**config.mk**
```make
export PLATFORM = sky130hd
export DESIGN_NAME = nxpc_unit
export DESIGN_NICKNAME = d
export VERILOG_FILES = /design/src/rtl/nxpc_pkg.sv /design/src/rtl/nxpc_decode.sv /design/src/rtl/nxpc_cmp.sv /design/src/rtl/nxpc_target.sv /design/src/rtl/nxpc_unit.sv
export SDC_FILE = /design/constraint.sdc
export NUM_CORES = 1
export LEC_CHECK = 0
export BUFFER_PORTS_ARGS = -buffer_cell sky130_fd_sc_hd__buf_2
export CAP_MARGIN = 5
export CELL_PAD_IN_SITES_DETAIL_PLACEMENT = 1
export CELL_PAD_IN_SITES_GLOBAL_PLACEMENT = 1
export CORE_UTILIZATION = 32
export DETAILED_ROUTE_END_ITERATION = 6
export PLACE_DENSITY = 0.83
export SLEW_MARGIN = 20
export SYNTH_ARGS = -nofsm -noshare
export SYNTH_HDL_FRONTEND = slang
export SYNTH_HIERARCHICAL = 1
export SYNTH_SLANG_ARGS = --single-unit
```
**constraint.sdc**
```tcl
create_clock -name clk -period 3.6 [get_ports clk]
set_clock_uncertainty 0.05 [all_clocks]
set_input_delay 0.54 -clock clk [delete_from_list [all_inputs] [get_ports clk]]
set_output_delay 0.54 -clock clk [all_outputs]
set_load 0.005 [all_outputs]
```
**src/rtl/nxpc_pkg.sv**
```systemverilog
package nxpc_pkg;
    localparam int WORD_W = 32;
    localparam int REG_W  = 5;
    localparam int OP_W   = 6;
    localparam int IMM_W  = 16;
    localparam int JIMM_W = WORD_W - OP_W;
    localparam int REGION_W = WORD_W - JIMM_W - 2;
    localparam logic [REG_W-1:0] LINK_REG = 5'd31;

    localparam logic [OP_W-1:0] OP_CALL  = 6'h00;
    localparam logic [OP_W-1:0] OP_JABS  = 6'h01;
    localparam logic [OP_W-1:0] OP_BRA   = 6'h06;
    localparam logic [OP_W-1:0] OP_BGE   = 6'h0E;
    localparam logic [OP_W-1:0] OP_BLT   = 6'h16;
    localparam logic [OP_W-1:0] OP_BNE   = 6'h1E;
    localparam logic [OP_W-1:0] OP_BEQ   = 6'h26;
    localparam logic [OP_W-1:0] OP_BGEU  = 6'h2E;
    localparam logic [OP_W-1:0] OP_BLTU  = 6'h36;
    localparam logic [OP_W-1:0] OP_RFMT  = 6'h3A;

    localparam logic [OP_W-1:0] X_RETEXC = 6'h01;
    localparam logic [OP_W-1:0] X_RETSUB = 6'h05;
    localparam logic [OP_W-1:0] X_RETBRK = 6'h09;
    localparam logic [OP_W-1:0] X_JREG   = 6'h0D;
    localparam logic [OP_W-1:0] X_HERE   = 6'h1C;
    localparam logic [OP_W-1:0] X_CREG   = 6'h1D;

    typedef enum logic [3:0] {
        K_SEQ, K_JABS, K_CALL, K_BRA, K_BCOND,
        K_RETSUB, K_RETBRK, K_RETEXC, K_JREG, K_CREG, K_HERE
    } flow_kind_e;

    typedef enum logic [2:0] {
        CMP_GE, CMP_LT, CMP_NE, CMP_EQ, CMP_GEU, CMP_LTU
    } cmp_sel_e;

    typedef struct packed {
        logic [WORD_W-1:0] next_pc;
        logic              taken;
        logic              link_we;
        logic [REG_W-1:0]  link_idx;
        logic [WORD_W-1:0] link_val;
        logic              status_restore;
    } flow_out_t;
endpackage

```
**src/rtl/nxpc_decode.sv**
```systemverilog
module nxpc_decode
    import nxpc_pkg::*;
(
    input  logic [OP_W-1:0] op_i,
    input  logic [OP_W-1:0] opx_i,
    output flow_kind_e      kind_o,
    output cmp_sel_e        cmp_o
);
    always_comb begin
        kind_o = K_SEQ;
        cmp_o  = CMP_EQ;
        unique case (op_i)
            OP_CALL: kind_o = K_CALL;
            OP_JABS: kind_o = K_JABS;
            OP_BRA:  kind_o = K_BRA;
            OP_BGE:  begin kind_o = K_BCOND; cmp_o = CMP_GE;  end
            OP_BLT:  begin kind_o = K_BCOND; cmp_o = CMP_LT;  end
            OP_BNE:  begin kind_o = K_BCOND; cmp_o = CMP_NE;  end
            OP_BEQ:  begin kind_o = K_BCOND; cmp_o = CMP_EQ;  end
            OP_BGEU: begin kind_o = K_BCOND; cmp_o = CMP_GEU; end
            OP_BLTU: begin kind_o = K_BCOND; cmp_o = CMP_LTU; end
            OP_RFMT: begin
                unique case (opx_i)
                    X_RETEXC: kind_o = K_RETEXC;
                    X_RETSUB: kind_o = K_RETSUB;
                    X_RETBRK: kind_o = K_RETBRK;
                    X_JREG:   kind_o = K_JREG;
                    X_CREG:   kind_o = K_CREG;
                    X_HERE:   kind_o = K_HERE;
                    default:  kind_o = K_SEQ;
                endcase
            end
            default: kind_o = K_SEQ;
        endcase
    end
endmodule

```
**src/rtl/nxpc_cmp.sv**
```systemverilog
module nxpc_cmp
    import nxpc_pkg::*;
(
    input  logic [WORD_W-1:0] a_i,
    input  logic [WORD_W-1:0] b_i,
    input  cmp_sel_e          sel_i,
    output logic              hit_o
);
    logic eq, lt_s, lt_u;

    always_comb begin
        eq   = (a_i == b_i);
        lt_s = ($signed(a_i) < $signed(b_i));
        lt_u = (a_i < b_i);
        unique case (sel_i)
            CMP_GE:  hit_o = !lt_s;
            CMP_LT:  hit_o = lt_s;
            CMP_NE:  hit_o = !eq;
            CMP_EQ:  hit_o = eq;
            CMP_GEU: hit_o = !lt_u;
            CMP_LTU: hit_o = lt_u;
            default: hit_o = 1'b0;
        endcase
    end
endmodule

```
**src/rtl/nxpc_target.sv**
```systemverilog
module nxpc_target
    import nxpc_pkg::*;
(
    input  logic [WORD_W-1:0] pc_i,
    input  logic [JIMM_W-1:0] jimm_i,
    output logic [WORD_W-1:0] seq_o,
    output logic [WORD_W-1:0] abs_o,
    output logic [WORD_W-1:0] rel_o
);
    localparam int EXT_W = WORD_W - IMM_W;
    logic [IMM_W-1:0]  off16;
    logic [WORD_W-1:0] off_ext;

    always_comb begin
        off16   = jimm_i[IMM_W-1:0];
        off_ext = {{EXT_W{off16[IMM_W-1]}}, off16[IMM_W-1:2], 2'b00};
        seq_o   = pc_i + WORD_W'(4);
        abs_o   = {pc_i[WORD_W-1 -: REGION_W], jimm_i, 2'b00};
        rel_o   = seq_o + off_ext;
    end
endmodule

```
**src/rtl/nxpc_unit.sv**
```systemverilog
module nxpc_unit
    import nxpc_pkg::*;
(
    input  logic              clk,
    input  logic              rst_n,
    input  logic [WORD_W-1:0] pc_i,
    input  logic [WORD_W-1:0] insn_i,
    input  logic [WORD_W-1:0] opa_i,
    input  logic [WORD_W-1:0] opb_i,
    input  logic [WORD_W-1:0] ret_sub_i,
    input  logic [WORD_W-1:0] ret_brk_i,
    input  logic [WORD_W-1:0] ret_exc_i,
    output logic [WORD_W-1:0] next_pc_o,
    output logic              taken_o,
    output logic              link_we_o,
    output logic [REG_W-1:0]  link_idx_o,
    output logic [WORD_W-1:0] link_val_o,
    output logic              status_restore_o
);
    localparam int DST_LSB = 2 * OP_W + REG_W;

    flow_kind_e        kind;
    cmp_sel_e          csel;
    logic              cond_hit;
    logic [WORD_W-1:0] t_seq, t_abs, t_rel;
    logic [REG_W-1:0]  dst_c;
    flow_out_t         st_d, st_q;
    logic              live_q;

    assign dst_c = insn_i[DST_LSB +: REG_W];

    nxpc_decode u_dec (
        .op_i   (insn_i[OP_W-1:0]),
        .opx_i  (insn_i[OP_W+REG_W +: OP_W]),
        .kind_o (kind),
        .cmp_o  (csel)
    );

    nxpc_cmp u_cmp (
        .a_i   (opa_i),
        .b_i   (opb_i),
        .sel_i (csel),
        .hit_o (cond_hit)
    );

    nxpc_target u_tgt (
        .pc_i   (pc_i),
        .jimm_i (insn_i[WORD_W-1:OP_W]),
        .seq_o  (t_seq),
        .abs_o  (t_abs),
        .rel_o  (t_rel)
    );

    always_comb begin
        st_d         = '0;
        st_d.next_pc = t_seq;
        unique case (kind)
            K_JABS:   begin st_d.next_pc = t_abs; st_d.taken = 1'b1; end
            K_CALL:   begin
                st_d.next_pc  = t_abs;  st_d.taken = 1'b1;
                st_d.link_we  = 1'b1;   st_d.link_idx = LINK_REG;
            end
            K_BRA:    begin st_d.next_pc = t_rel; st_d.taken = 1'b1; end
            K_BCOND:  if (cond_hit) begin
                st_d.next_pc = t_rel; st_d.taken = 1'b1;
            end
            K_RETSUB: begin st_d.next_pc = ret_sub_i; st_d.taken = 1'b1; end
            K_RETBRK: begin st_d.next_pc = ret_brk_i; st_d.taken = 1'b1; end
            K_RETEXC: begin
                st_d.next_pc = ret_exc_i; st_d.taken = 1'b1;
                st_d.status_restore = 1'b1;
            end
            K_JREG:   begin st_d.next_pc = opa_i; st_d.taken = 1'b1; end
            K_CREG:   begin
                st_d.next_pc  = opa_i;  st_d.taken = 1'b1;
                st_d.link_we  = 1'b1;   st_d.link_idx = LINK_REG;
            end
            K_HERE:   if (dst_c != '0) begin
                st_d.link_we  = 1'b1;   st_d.link_idx = dst_c;
            end
            default:  ;
        endcase
        if (st_d.link_we) st_d.link_val = t_seq;
    end

    always_ff @(posedge clk) begin
        if (!rst_n) begin
            st_q   <= '0;
            live_q <= 1'b0;
        end else begin
            st_q   <= st_d;
            live_q <= 1'b1;
        end
    end

    assign next_pc_o        = st_q.next_pc;
    assign taken_o          = st_q.taken;
    assign link_we_o        = st_q.link_we;
    assign link_idx_o       = st_q.link_idx;
    assign link_val_o       = st_q.link_val;
    assign status_restore_o = st_q.status_restore;

    // a sequential result is always the previous PC plus four
    assert_seq_step_R10: assert property (@(posedge clk) disable iff (!rst_n)
        (live_q && !taken_o) |-> (next_pc_o == $past(pc_i) + 32'd4));

    // no write request ever targets register 0
    assert_no_zero_write_R9: assert property (@(posedge clk) disable iff (!rst_n)
        link_we_o |-> (link_idx_o != '0));

    // the saved link value is the address after the instruction
    assert_link_value_R3: assert property (@(posedge clk) disable iff (!rst_n)
        (live_q && link_we_o) |-> (link_val_o == $past(pc_i) + 32'd4));

    // the status restore goes with a taken return to the exception address
    assert_restore_target_R7: assert property (@(posedge clk) disable iff (!rst_n)
        (live_q && status_restore_o) |-> (taken_o && next_pc_o == $past(ret_exc_i)));

    // a status restore never comes with a register write
    assert_restore_alone_R7: assert property (@(posedge clk) disable iff (!rst_n)
        $onehot0({status_restore_o, link_we_o}));

    // outputs are cleared in the cycle after reset is sampled
    assert_reset_clear_R1: assert property (@(posedge clk)
        (!$past(rst_n) && !rst_n) |-> (!taken_o && !link_we_o && !status_restore_o
                                       && next_pc_o == '0));
endmodule

```
## Yosys cells after proc, flatten, opt, wreduce, memory -nomap -nowiden

Index checks and enable logic that the tools add are counted.

| word-level totals | value |
|---|---|
| register bits after elaboration | 72 |
| input port bits | 226 |

| cells by class | value |
|---|---|
| magnitude comparators | 2 |
| add/sub/neg operators | 2 |
| multiplexer cells | 9 |
| reductions and logical operators | 11 |
| eq/ne operators | 31 |

Operators by type and width:

| cell | number |
|---|---|
| $pmux 33 s7 | 1 |
| $lt 32x32->1 | 2 |
| $mux 33 | 1 |
| $add 32x3->32 const B | 1 |
| $add 32x32->32 | 1 |
| $eq 32x32->1 | 1 |
| $eq 6x5->1 const B | 4 |
| $eq 6x6->1 const B | 4 |
| $pmux 4 s6 | 1 |
| $pmux 4 s5 | 1 |
| $eq 6x4->1 const B | 3 |
| $eq 4x3->1 const B | 4 |
| $pmux 3 s5 | 1 |
| $eq 4x4->1 const B | 3 |
| $eq 6x1->1 const B | 2 |
| $eq 6x3->1 const B | 2 |
| $pmux 6 s2 | 1 |
| $eq 4x2->1 const B | 2 |
| $eq 3x2->1 const B | 2 |
| $eq 3x3->1 const B | 2 |
| $logic_not 6->1 | 1 |
| $mux 6 | 1 |
| $pmux 1 s6 | 1 |
| $reduce_or 2->1 | 3 |
| other kinds (8) | 10 |

## Longest topological paths before layout

Gate-level depths: netlist of the first run.

| logic depth | value |
|---|---|
| depth in word-level cells | 7 |
| depth in mapped cells | 19 |

## Modules after synthesis

Netlist of the first run, hierarchy kept.

Modules (own cells, without submodules):

| module | cells an instance | times used | area an instance (µm²) |
|---|---|---|---|
| nxpc_unit | 518 | 1 | 4409.2 |
| nxpc_target | 326 | 1 | 2327.2 |
| nxpc_cmp | 121 | 1 | 877.1 |
| nxpc_decode | 31 | 1 | 202.7 |

## Worst setup path before layout of the first run

Ideal clock, no wire load.

| timing path | value |
|---|---|
| path kind | input -> register |
| start point | in pc_i[4] |
| end point | reg st_q, in the netlist next_pc_o[28] |
| path buffers | 2 |
| path slack | -0.269 ns |
| cell stages on the path | 18 |
| arrival time | 3.700 ns |
| path through | and4_1 -> and3_1 -> and2b_1 -> buf_4 -> nand2_1 -> xnor2_1 -> ha_1 -> clkbuf_1 -> a21o_1 -> a31oi_1 -> nand3_1 -> o31a_1 -> nor4bb_1 -> a211oi_2 -> xnor2_1 -> a221oi_1 -> a211oi_1 -> o221a_1 |

| between the ends | value |
|---|---|
| word-level cells in the longest chain between the ends | 4 |

Ends and longest elaborated chain:

| what | RTL line | text |
|---|---|---|
| from (decl) | nxpc_unit.sv:6 | `input logic [WORD_W-1:0] pc_i,` |
| $add 32x3->32 * | nxpc_target.sv:17 | `seq_o = pc_i + WORD_W'(4);` |
| via t_seq[21] | nxpc_unit.sv:25 | `logic [WORD_W-1:0] t_seq, t_abs, t_rel;` |
| $add 32x32->32 * | nxpc_target.sv:19 | `rel_o = seq_o + off_ext;` |
| via t_rel[28] | nxpc_unit.sv:25 |  |
| $mux 33 | nxpc_unit.sv:64 | `K_BCOND: if (cond_hit) begin` |
| $pmux 33 s7 * | nxpc_unit.sv:57 | `unique case (kind)` |
| to (signal assigned) | nxpc_unit.sv:91 | `st_q <= st_d;` |
| to (decl) | nxpc_unit.sv:27 | `flow_out_t st_d, st_q;` |

The timed path passes the listed nets; every way through them passes the cells marked *.
A chain may end at the register's enable or synchronous reset.

## Final worst setup path of the first run

| timing path | value |
|---|---|
| start point | in pc_i[11] |
| end point | reg st_q, in the netlist next_pc_o[25] |

Same word-level chain as after synthesis.

==> results of run 1 <==
==> cells by family after synthesis <==
kind of cell,share of synthesized area
XOR/XNOR,0.0682
AO/OA/AOI/OAI,0.285
buffers and inverters,0.0986
multiplexers,0.0834
flip-flops,0.184
adder cells (fa/ha/maj),0.107
AND/OR/NAND/NOR,0.174
other,0.000480
==> report_power, final <==
| group | total (uW) | switching [uW] | leakage [uW] | internal, uW |
|---|---|---|---|---|
| sequential | 854 | 14.5 | 0.000591 | 839 |
| clock | 957 | 399 | 0.000139 | 558 |
| combinational | 1440 | 759 | 0.00476 | 686 |
| total | 3260 | 1170 | 0.00549 | 2080 |
==> routing by layer <==
layer / global-route usage / vias to the layer above
li1: - / 4541
met1: 0.395 / 4838
met2: 0.529 / 459
met3: 0.0539 / 90
met4: 0.114 / 0
met5: 0 / -
==> final timing paths <==
check      from                        to  slack, ns  cells past startpoint
min     pc_i[1]  link_val_o[1]$_SDFF_PN0_       0.40                      2
max    pc_i[11]  next_pc_o[25]$_SDFF_PN0_       -0.1                     18
==> critical path, stage by stage <==
cell and delay (ns):
buf_6 0.07, and4_4 0.23, nand4_1 0.13, buf_4 0.17, nor2_4 0.10, nand4_1 0.14, xnor2_2 0.18, ha_1 0.33
buf_6 0.12, nand4_1 0.19, or3_4 0.46, nor2_4 0.10, nor4b_2 0.05, o31a_1 0.15, xnor2_1 0.18, mux2_2 0.29
a221oi_2 0.27, a31oi_1 0.15
==> cell usage in the layout, fill, tap and decap left out, types with 8 or more instances in the layout <==
cell       synthesis  layout
nand3_1           23      22
o21ai_1           14      20
o22a_1            12      12
nand4_1           25      25
clkbuf_16          0       9
mux2i_1           55      54
o21a_1             8       8
ha_1              65      55
o221a_1           10      10
nand2b_1           9       9
nand2_1           57      53
and2_1            32      32
a31oi_1           23      20
a221oi_1          26      21
dfxtp_1           72      72
o21ai_0           48      41
mux2_2             9       9
a21oi_1           74      65
nor2b_1           13      11
nor2_1            40      37
buf_2             19     288
buf_4             38     210
xor2_1            15      12
buf_6              1      12
a211oi_1          21      20
xnor2_2            1      15
xnor2_1           44      29
a21o_1            10      10
o2bb2ai_1         22      22
o22ai_1           20      19
inv_1             60      60
a21oi_2            2       9
==> through the flow <==
| stage | utilization | worst slack, ns |
|---|---|---|
| after global routing | 0.498 | -0.248 |
| after floorplan | - | -0.113 |
| after CTS | 0.484 | -0.0622 |
| final | 0.498 | -0.0954 |
| after detailed placement | 0.463 | -0.626 |
| after global placement | 0.463 | -0.559 |
==> area by class of cell <==
type                    count  area [um2]
diodes                      2        5.00
clock buffers              12         246
clock inverters             4        53.8
fillers                  2970       11900
inverters                  62         233
multi-input cells         766        6120
flip-flops and latches     72        1440
well taps                 319         399
repair buffers            518        3300
==> state kept, by name (all words and copies together), names as in the netlist <==
| signal | flops |
|---|---|
| link_idx_o | 5 |
| link_val_o | 32 |
| status_restore_o | 1 |
| next_pc_o | 32 |
| taken_o | 1 |
| link_we_o | 1 |
==> repair_timing <==
item | CTS | global route
endpoints found under the setup margin | 12 | 18
gates cloned | 0 | 0
hold buffers | 0 | 0
gates resized for setup | 34 | 49
pin swaps | 23 | 34
setup buffers | 3 | 8
==> qor.csv, run 1 <==
metric,value,unit
status,finished with violations,
failing checks,negative setup slack,
Die H,158,um
post-layout min period,3.70,ns
fin crit share,1.03,
crit-path max FO,3,
"Seq/Total Area, Yosys",0.184,
area share of the largest cell type after synthesis,0.184,
fin. max-slew vios,0,
peak supply drop,0.232,mV
Mean Syn Cell Area,7.85,um2
# nets final,1721,
Synth-to-Final Area Change,51.0,%
"Non-Filler Cell Area, Final",11800,um2
Cell Rows,56,
worst hold path type,input port to register,
path type of the worst setup path,input port to register,
antenna-violating nets left,0,
Worst Tran Pin Value,1.12,ns
Port Buffer Count,297,
relative slew slack,0.248,
initial core utilization,0.330,
smallest hold slack,0.398,ns
"Cell Count, Final, Fillers Out",1755,
ys flop type,dfxtp_1,
H-tree depth,3,
first-pass GRT wire length,58.2,mm
Post-synth EDFFs,0,
Via Count,9928,
iteration count of the initial detailed-routing pass,5,
total track usage,0.312,
leading cell type by number of instances after synthesis,a21oi_1,
clk sinks,72,
placed cell count,1726,
post-place instance area,11000,um2
Core Box Area,23700,um2
Leak,0.00549,uW
Worst-path clk slew,0.06,ns
met1 wire length,17.2,mm
Crit path required time,3.77,ns
share of cells above drive strength 1,0.444,
DRC viols,0,
crit end category,register,
total CTS buffers,9,
num ports,298,
total power,3260,uW
RSZ-0062 raised after global routing,true,
pwr dens,276,nW/um2
largest net degree at the start of global routing,34,
fmax,271,MHz
YS warnings,6,
WL per Instance,23.3,um
WL met2,19.3,mm
Finish-stage setup viols,4,
routed wl met3,2.87,mm
Root Buffer Master,clkbuf_16,
WL final,40.8,mm
MaxCap Viol Count,0,
register bit total from synthesis,72,
Max Used Layer,met4,
commonest cells in the netlist,"a21oi_1, dfxtp_1, ha_1, inv_1, nand2_1",
Clock Path Buffers,2,
Worst Path Arrival,3.86,ns
initial antenna violation count,2,
Unique masters post-synth,74,
Post-Syn Instances,996,
final HPWL from detailed placement,32.2,mm
ys async rst share,0,
DRT iter0 DRCs,723,
top post-synthesis cells by area,"dfxtp_1, ha_1, mux2i_1",
startpoint types,input port,
Post-Route Setup TNS,-0.282,ns
gpl congestion,0.932,
synthesized cell area,7820,um2
final global-route overflow total,0,
post-route worst setup slack,-0.0954,ns
Synth area leader,dfxtp_1,
CTS tree,built,
endpoints failing hold,0,
vias in the first global route,9995,
die area,25100,um2
Die Wd,158,um
via/cell ratio,5.66,
No activity file was read; power rests on OpenSTA's default activity.
==> run 2: changes to the inputs <==
--- a/config.mk
+++ b/config.mk
@@ -5,13 +5,16 @@
 export SDC_FILE = /design/constraint.sdc
 export NUM_CORES = 1
 export LEC_CHECK = 0
+export ABC_AREA = 1
 export BUFFER_PORTS_ARGS = -buffer_cell sky130_fd_sc_hd__buf_2
 export CAP_MARGIN = 5
 export CELL_PAD_IN_SITES_DETAIL_PLACEMENT = 1
 export CELL_PAD_IN_SITES_GLOBAL_PLACEMENT = 1
-export CORE_UTILIZATION = 32
+export CORE_ASPECT_RATIO = 1.1
+export CORE_UTILIZATION = 31
 export DETAILED_ROUTE_END_ITERATION = 6
-export PLACE_DENSITY = 0.83
+export PLACE_DENSITY = 0.84
+export RECOVER_POWER = 100
 export SLEW_MARGIN = 20
 export SYNTH_ARGS = -nofsm -noshare
 export SYNTH_HDL_FRONTEND = slang
==> run 2 against run 1 <==
Effect of this change: the run now ends clean; cell count is 29% higher; synthesized area is 14% higher; sequential power decreased by 0.8%; final area is 5.2% lower; clock-buffer cell count decreased by 2; global-route usage down 4.9 points; clock power grew 20%; flip-flop and latch count stayed put; hold slack gained 0.025 ns; core utilization shrank 9.9 points; critical endpoint is now link_val_o[12]$_SDFF_PN0_; highest routed layer unchanged.
==> qor.csv, run 2 <==
metric,value,unit,change
status,"finished, final reports clean",,was finished with violations
endpoints failing hold,0,,unchanged
"Buf+Inv Stages, Crit Path",4,,was 3
ys async rst share,0,,unchanged
post-route worst setup slack,0.260,ns,was -0.0954 ns
main combinational cell family by area after synthesis,simple AND/OR/NAND/NOR gates,,was compound AO/OA/AOI/OAI gates
Post-Syn Instances,1619,,was 996
via/cell ratio,5.02,,was 5.66
most frequent cell on the critical path,nand2_1,,was nand4_1
Worst Tran Pin Value,0.899,ns,was 1.12 ns
Port Buffer Count,297,,unchanged
WL per Instance,17.5,um,was 23.3 um
pwr dens,278,nW/um2,was 276 nW/um2
path type of the worst setup path,input port to register,,unchanged
Worst Path Arrival,3.53,ns,was 3.86 ns
Finish-stage setup viols,0,,was 4
peak supply drop,0.238,mV,was 0.232 mV
final HPWL from detailed placement,32.2,mm,about the same
total track usage,0.263,,was 0.312
worst hold path type,input port to register,,unchanged
most frequent cells in the layout,"nand2_1, buf_2, inv_1, nand3_1, nor2_1",,"was buf_2, buf_4, dfxtp_1, a21oi_1, inv_1"
Worst-path clk slew,0.07,ns,was 0.06 ns
fin. max-slew vios,0,,unchanged
ys flop type,dfxtp_1,,unchanged
Mean Syn Cell Area,5.49,um2,was 7.85 um2
synthesized cell area,8890,um2,was 7820 um2
crit-path cells,buf_2 -> inv_1 -> nor2_1 -> nand2_2 -> nor2_2 -> nand2_1 -> nand3_1 -> inv_1 -> nor2_4 -> inv_2 -> nor3_1 -> nand2_1 -> nand2_1 -> nand2_2 -> nor2_1,,was buf_6 -> and4_4 -> nand4_1 -> buf_4 -> nor2_4 -> nand4_1 -> xnor2_2 -> ha_1 -> buf_6 -> nand4_1 -> or3_4 -> nor2_4 -> nor4b_2 -> o31a_1 -> xnor2_1 -> mux2_2 -> a221oi_2 -> a31oi_1
relative slew slack,0.400,,was 0.248
clk sinks,72,,unchanged
fillcell total,4028,,"was 2,970"
Post-Route Setup TNS,0,ns,was -0.282 ns
largest net degree at the start of global routing,97,,was 34
Leak,0.00646,uW,was 0.00549 uW
Core Box Area,28000,um2,"was 23,700 um2"
Synth-to-Final Area Change,25.9,%,was 51.0%
post-layout min period,3.34,ns,was 3.70 ns
vias in the first global route,11600,,"was 9,995"
RSZ-0062 raised after global routing,true,,unchanged
DRC viols,0,,unchanged
Max stage delay on crit path,0.67,ns,was 0.46 ns
"Max stage delay cell, worst path",nor3_1,,was or3_4
register bit total from synthesis,72,,unchanged
Crit path required time,3.79,ns,was 3.77 ns
num ports,298,,unchanged
final global-route overflow total,0,,unchanged
family with the most delay on the worst path,simple AND/OR/NAND/NOR gates,,unchanged
initial antenna violation count,0,,was 2
Post-Synth Adder-Cell Area,0.0938,,was 0.107
area share of the largest cell type after synthesis,0.205,,was 0.184
Compound-Gate Fraction of Synth Area,0.0827,,was 0.285
Crit. path cell count,15,,was 18
Via Count,11400,,"was 9,928"
die area,29300,um2,"was 25,100 um2"
first-pass GRT wire length,60.8,mm,was 58.2 mm
"Seq/Total Area, Yosys",0.162,,was 0.184
Unique masters post-synth,36,,was 74
smallest hold slack,0.423,ns,was 0.398 ns
CTS tree,built,,unchanged
startpoint types,input port,,unchanged
WL final,39.5,mm,was 40.8 mm
leading cell type by number of instances after synthesis,nand2_1,,was a21oi_1
Synth area leader,nand2_1,,was dfxtp_1
Post-synth EDFFs,0,,unchanged
H-tree depth,3,,unchanged
gpl congestion,0.908,,was 0.932
Hold Buf Count CTS,0,,unchanged
YS warnings,6,,unchanged
"commonest non-fill, non-tap cell in the layout",nand2_1,,was buf_2
commonest cells in the netlist,"nand2_1, inv_1, nand3_1, nor2_1, a21oi_1",,"was a21oi_1, dfxtp_1, ha_1, inv_1, nand2_1"
top post-synthesis cells by area,"nand2_1, dfxtp_1, nand3_1",,"was dfxtp_1, ha_1, mux2i_1"
fin crit share,0.928,,was 1.03
post-synthesis simple-gate area fraction,0.460,,was 0.174
dpl ws,-0.146,ns,was -0.626 ns
mux cell area share after synthesis,0,,was 0.0834
total CTS buffers,9,,unchanged
initial core utilization,0.317,,was 0.330
XOR/XNOR Fraction of Synth Area,0.0394,,was 0.0682
Die H,180,um,was 158 um
share of cells above drive strength 1,0.201,,was 0.444
Hold Path Depth,3,,was 2
antenna-violating nets left,0,,unchanged
Root Buffer Master,clkbuf_16,,unchanged
Clock Path Buffers,2,,unchanged
Cell Rows,64,,was 56
MaxCap Viol Count,0,,unchanged
diodes inserted,0,,was 2
crit-path max FO,33,,was 3
fmax,299,MHz,was 271 MHz
DRT iter0 DRCs,502,,was 723
# nets final,2188,,"was 1,721"
iteration count of the initial detailed-routing pass,5,,unchanged
Die Wd,163,um,was 158 um
crit end category,register,,unchanged
run 2: cell count changes after synthesis, moves of 32 or more:
cell | before | now
nand3_1 | 23 | 217
nor2_1 | 40 | 209
and2_1 | 32 | 0
nand2_1 | 57 | 486
mux2i_1 | 55 | 0
xnor2_1 | 44 | 11
inv_1 | 60 | 231
run 2: logic make-up after synthesis:
kind of cell / Yosys count
AOI/OAI and AO/OA: 139
xor gates and xnor gates: 40
adders and majority gates: 66
buffers and inverters: 332
DFF: 72
other: 1
and+or+nand+nor: 969
run 2: worst paths after layout:
| kind | start | end | slack [ns] |
|---|---|---|---|
| worst min-delay path | pc_i[0] | link_val_o[0]$_SDFF_PN0_ | 0.42 |
| worst max-delay path | insn_i[1] | link_val_o[12]$_SDFF_PN0_ | 0.26 |
run 2: routing by layer:
metal	track usage	vias to the layer above	part of all wire
li1	-	5575	-
met1	0.312	5357	0.42
met2	0.473	331	0.50
met3	0.0254	90	0.038
met4	0.117	0	0.047
met5	0	-	0
run 2: timing repair:
action,CTS,global route
gates resized for setup,0,25
buffers inserted,0,0
endpoints found under the setup margin,0,10
endpoints found under the hold margin,0,0
run 2: layout make-up:
type	count	area (um2)	share of cell area
multi-input combinational	1216	6130	0.548
timing repair buffer	355	1890	0.169
sequential	72	1440	0.129
inverter	242	908	0.0812
tap	363	454	0.0406
clock buffer	10	239	0.0214
clock inverter	5	129	0.0115
run 2: where the power goes:
| group | switching (uW) | leakage (uW) | total [uW] | internal (uW) |
|---|---|---|---|---|
| combinational | 698 | 0.00569 | 1110 | 413 |
| clock | 386 | 0.000179 | 1150 | 764 |
| sequential | 13.5 | 0.000589 | 847 | 833 |
| total | 1100 | 0.00646 | 3110 | 2010 |
run 2: metrics by stage:
step	cell area [um2]	total power, uW	instances	util
3_3_place_gp	10800	1910	2248	0.385
4_1_cts	11200	3100	2263	0.398
5_1_grt	11200	3280	2263	0.399
6_report	11200	3110	2263	0.399
2_1_floorplan	8890	1500	1620	-
3_5_place_dp	10800	1940	2248	0.385
==> run 3: changes to the inputs <==
--- a/config.mk
+++ b/config.mk
@@ -15,6 +15,7 @@
 export DETAILED_ROUTE_END_ITERATION = 6
 export PLACE_DENSITY = 0.84
 export RECOVER_POWER = 100
+export SETUP_SLACK_MARGIN = 0.4
 export SLEW_MARGIN = 20
 export SYNTH_ARGS = -nofsm -noshare
 export SYNTH_HDL_FRONTEND = slang
==> run 3 against run 2 <==
Effect of this change: die area did not move; clock power hardly changed; first-iteration DRC count rose by 17%; highest routed layer unchanged.
==> qor.csv, run 3 (synthesis results as in run 2) <==
metric,value,unit,change
status,"finished, final reports clean",,unchanged
startpoint types,input port,,unchanged
fin crit share,0.949,,was 0.928
Crit path required time,3.80,ns,was 3.79 ns
crit end category,register,,unchanged
"commonest non-fill, non-tap cell in the layout",nand2_1,,unchanged
final global-route overflow total,0,,unchanged
diodes inserted,0,,unchanged
vias in the first global route,11700,,"was 11,600"
Worst Path Arrival,3.61,ns,was 3.53 ns
Clock Path Buffers,2,,unchanged
Cell Rows,64,,unchanged
dpl ws,-0.146,ns,unchanged
WL per Instance,18.8,um,was 17.5 um
Hold Buf Count CTS,0,,unchanged
initial core utilization,0.317,,unchanged
initial antenna violation count,0,,unchanged
die area,29300,um2,unchanged
worst hold path type,input port to register,,unchanged
# nets final,2218,,"was 2,188"
Worst Tran Pin Value,0.922,ns,was 0.899 ns
largest net degree at the start of global routing,97,,unchanged
Synth-to-Final Area Change,39.8,%,was 25.9%
peak supply drop,0.238,mV,about the same
fillcell total,3887,,"was 4,028"
share of cells above drive strength 1,0.286,,was 0.201
WL final,43.2,mm,was 39.5 mm
fin. max-slew vios,0,,unchanged
post-place instance area,10800,um2,unchanged
post-route worst setup slack,0.183,ns,was 0.260 ns
Finished Core Util,0.443,,was 0.399
post-layout min period,3.42,ns,was 3.34 ns
Multi-input gate area,7040,um2,was 6130 um2
total power,3330,uW,was 3110 uW
DRC viols,0,,unchanged
final HPWL from detailed placement,32.2,mm,unchanged
iteration count of the initial detailed-routing pass,5,,unchanged
clk sinks,72,,unchanged
"Cell Count, Final, Fillers Out",2293,,"was 2,263"
H-tree depth,3,,unchanged
FF+latch area,1440,um2,unchanged
Root Buffer Master,clkbuf_16,,unchanged
Core Box Area,28000,um2,unchanged
gpl congestion,0.908,,unchanged
DRT iter0 DRCs,587,,was 502
endpoints failing hold,0,,unchanged
MaxCap Viol Count,0,,unchanged
placed cell count,2248,,unchanged
most frequent cells in the layout,"nand2_1, buf_2, inv_1, nand3_1, nor2_1",,unchanged
Leak,0.00685,uW,was 0.00646 uW
fmax,293,MHz,was 299 MHz
RSZ-0062 raised after global routing,true,,unchanged
Finish-stage setup viols,0,,unchanged
num ports,298,,unchanged
CTS tree,built,,unchanged
Die H,180,um,unchanged
total CTS buffers,9,,unchanged
pwr dens,268,nW/um2,was 278 nW/um2
Via Count,11800,,"was 11,400"
Port Buffer Count,297,,unchanged
total track usage,0.267,,was 0.263
path type of the worst setup path,input port to register,,unchanged
crit-path max FO,3,,was 33
Worst-path clk slew,0.07,ns,about the same
"Non-Filler Cell Area, Final",12400,um2,"was 11,200 um2"
via/cell ratio,5.15,,was 5.02
first-pass GRT wire length,61.6,mm,was 60.8 mm
antenna-violating nets left,0,,unchanged
relative slew slack,0.385,,was 0.400
Die Wd,163,um,unchanged
[run 3: changes by cell type in the layout (fill, tap and decap cells not counted), moves of 13 or more]
| cell | delta |
|---|---|
| ha_1 | -17 |
| inv_2 | +14 |
| buf_4 | +21 |
| nand2_2 | +28 |
| nand2_1 | -45 |
| nand2_4 | +16 |
| nor2_1 | -13 |
| a21oi_2 | +16 |
| nor2_4 | +14 |
| inv_1 | -14 |
| ha_4 | +16 |
| a21oi_1 | -19 |
[run 3: repair_timing]
item	in CTS	in global routing
setup endpoints to repair	16	22
pin swaps	16	91
setup buffers	3	27
resized for setup	47	219
[run 3: power breakdown]
group          switching, uW  internal (uW)  leakage (uW)  total [uW]
Clock                    384            764      0.000179        1150
Combinational            816            517       0.00608        1330
Sequential              13.6            833      0.000589         847
[run 3: per-layer routing]
| metal | vias up | global-route usage | share of wire |
|---|---|---|---|
| met5 | - | 0 | 0 |
| met4 | 0 | 0.111 | 0.056 |
| met3 | 131 | 0.0251 | 0.035 |
| met2 | 386 | 0.485 | 0.51 |
| met1 | 5656 | 0.315 | 0.40 |
| li1 | 5634 | - | - |
[run 3: per-stage QoR]
stage               setup TNS, ns  hold slack, ns
CTS                             0           0.417
global placement           -0.286           0.771
floorplan                       0           0.614
global route              -0.0376           0.443
detailed placement         -0.894           0.781
finish                          0           0.420
[run 3: area by class of cell]
class / count / area share
multi-input combinational: 1216 / 0.567
inverter: 242 / 0.0731
clock inverter: 5 / 0.0104
timing repair buffer: 385 / 0.178
sequential: 72 / 0.116
clock buffer: 10 / 0.0192
tap: 363 / 0.0366
[run 3: worst paths after layout]
| check | startpoint | to | slack (ns) | depth (start not counted) |
|---|---|---|---|---|
| setup / recovery | pc_i[10] | next_pc_o[30]$_SDFF_PN0_ | 0.18 | 26 |
| hold / removal | pc_i[0] | link_val_o[0]$_SDFF_PN0_ | 0.42 | 3 |
[run 3: critical path: stages]
cell,delay (ns)
buf_6,0.09
nand2_4,0.06
nor2_4,0.12
buf_6,0.10
nand4_1,0.10
nor3_1,0.40
clkbuf_1,0.19
nand2_2,0.11
xnor2_2,0.31
ha_4,0.27
inv_2,0.10
o21bai_1,0.09
a21oi_2,0.11
nand2_1,0.10
a21oi_2,0.15
nand2_1,0.09
nand2_1,0.08
nand2_2,0.07
nand2_2,0.06
o21ai_2,0.05
nand2_1,0.07
nand2_1,0.06
nor2_1,0.09
nand3_1,0.07
nand2_1,0.08
inv_1,0.04
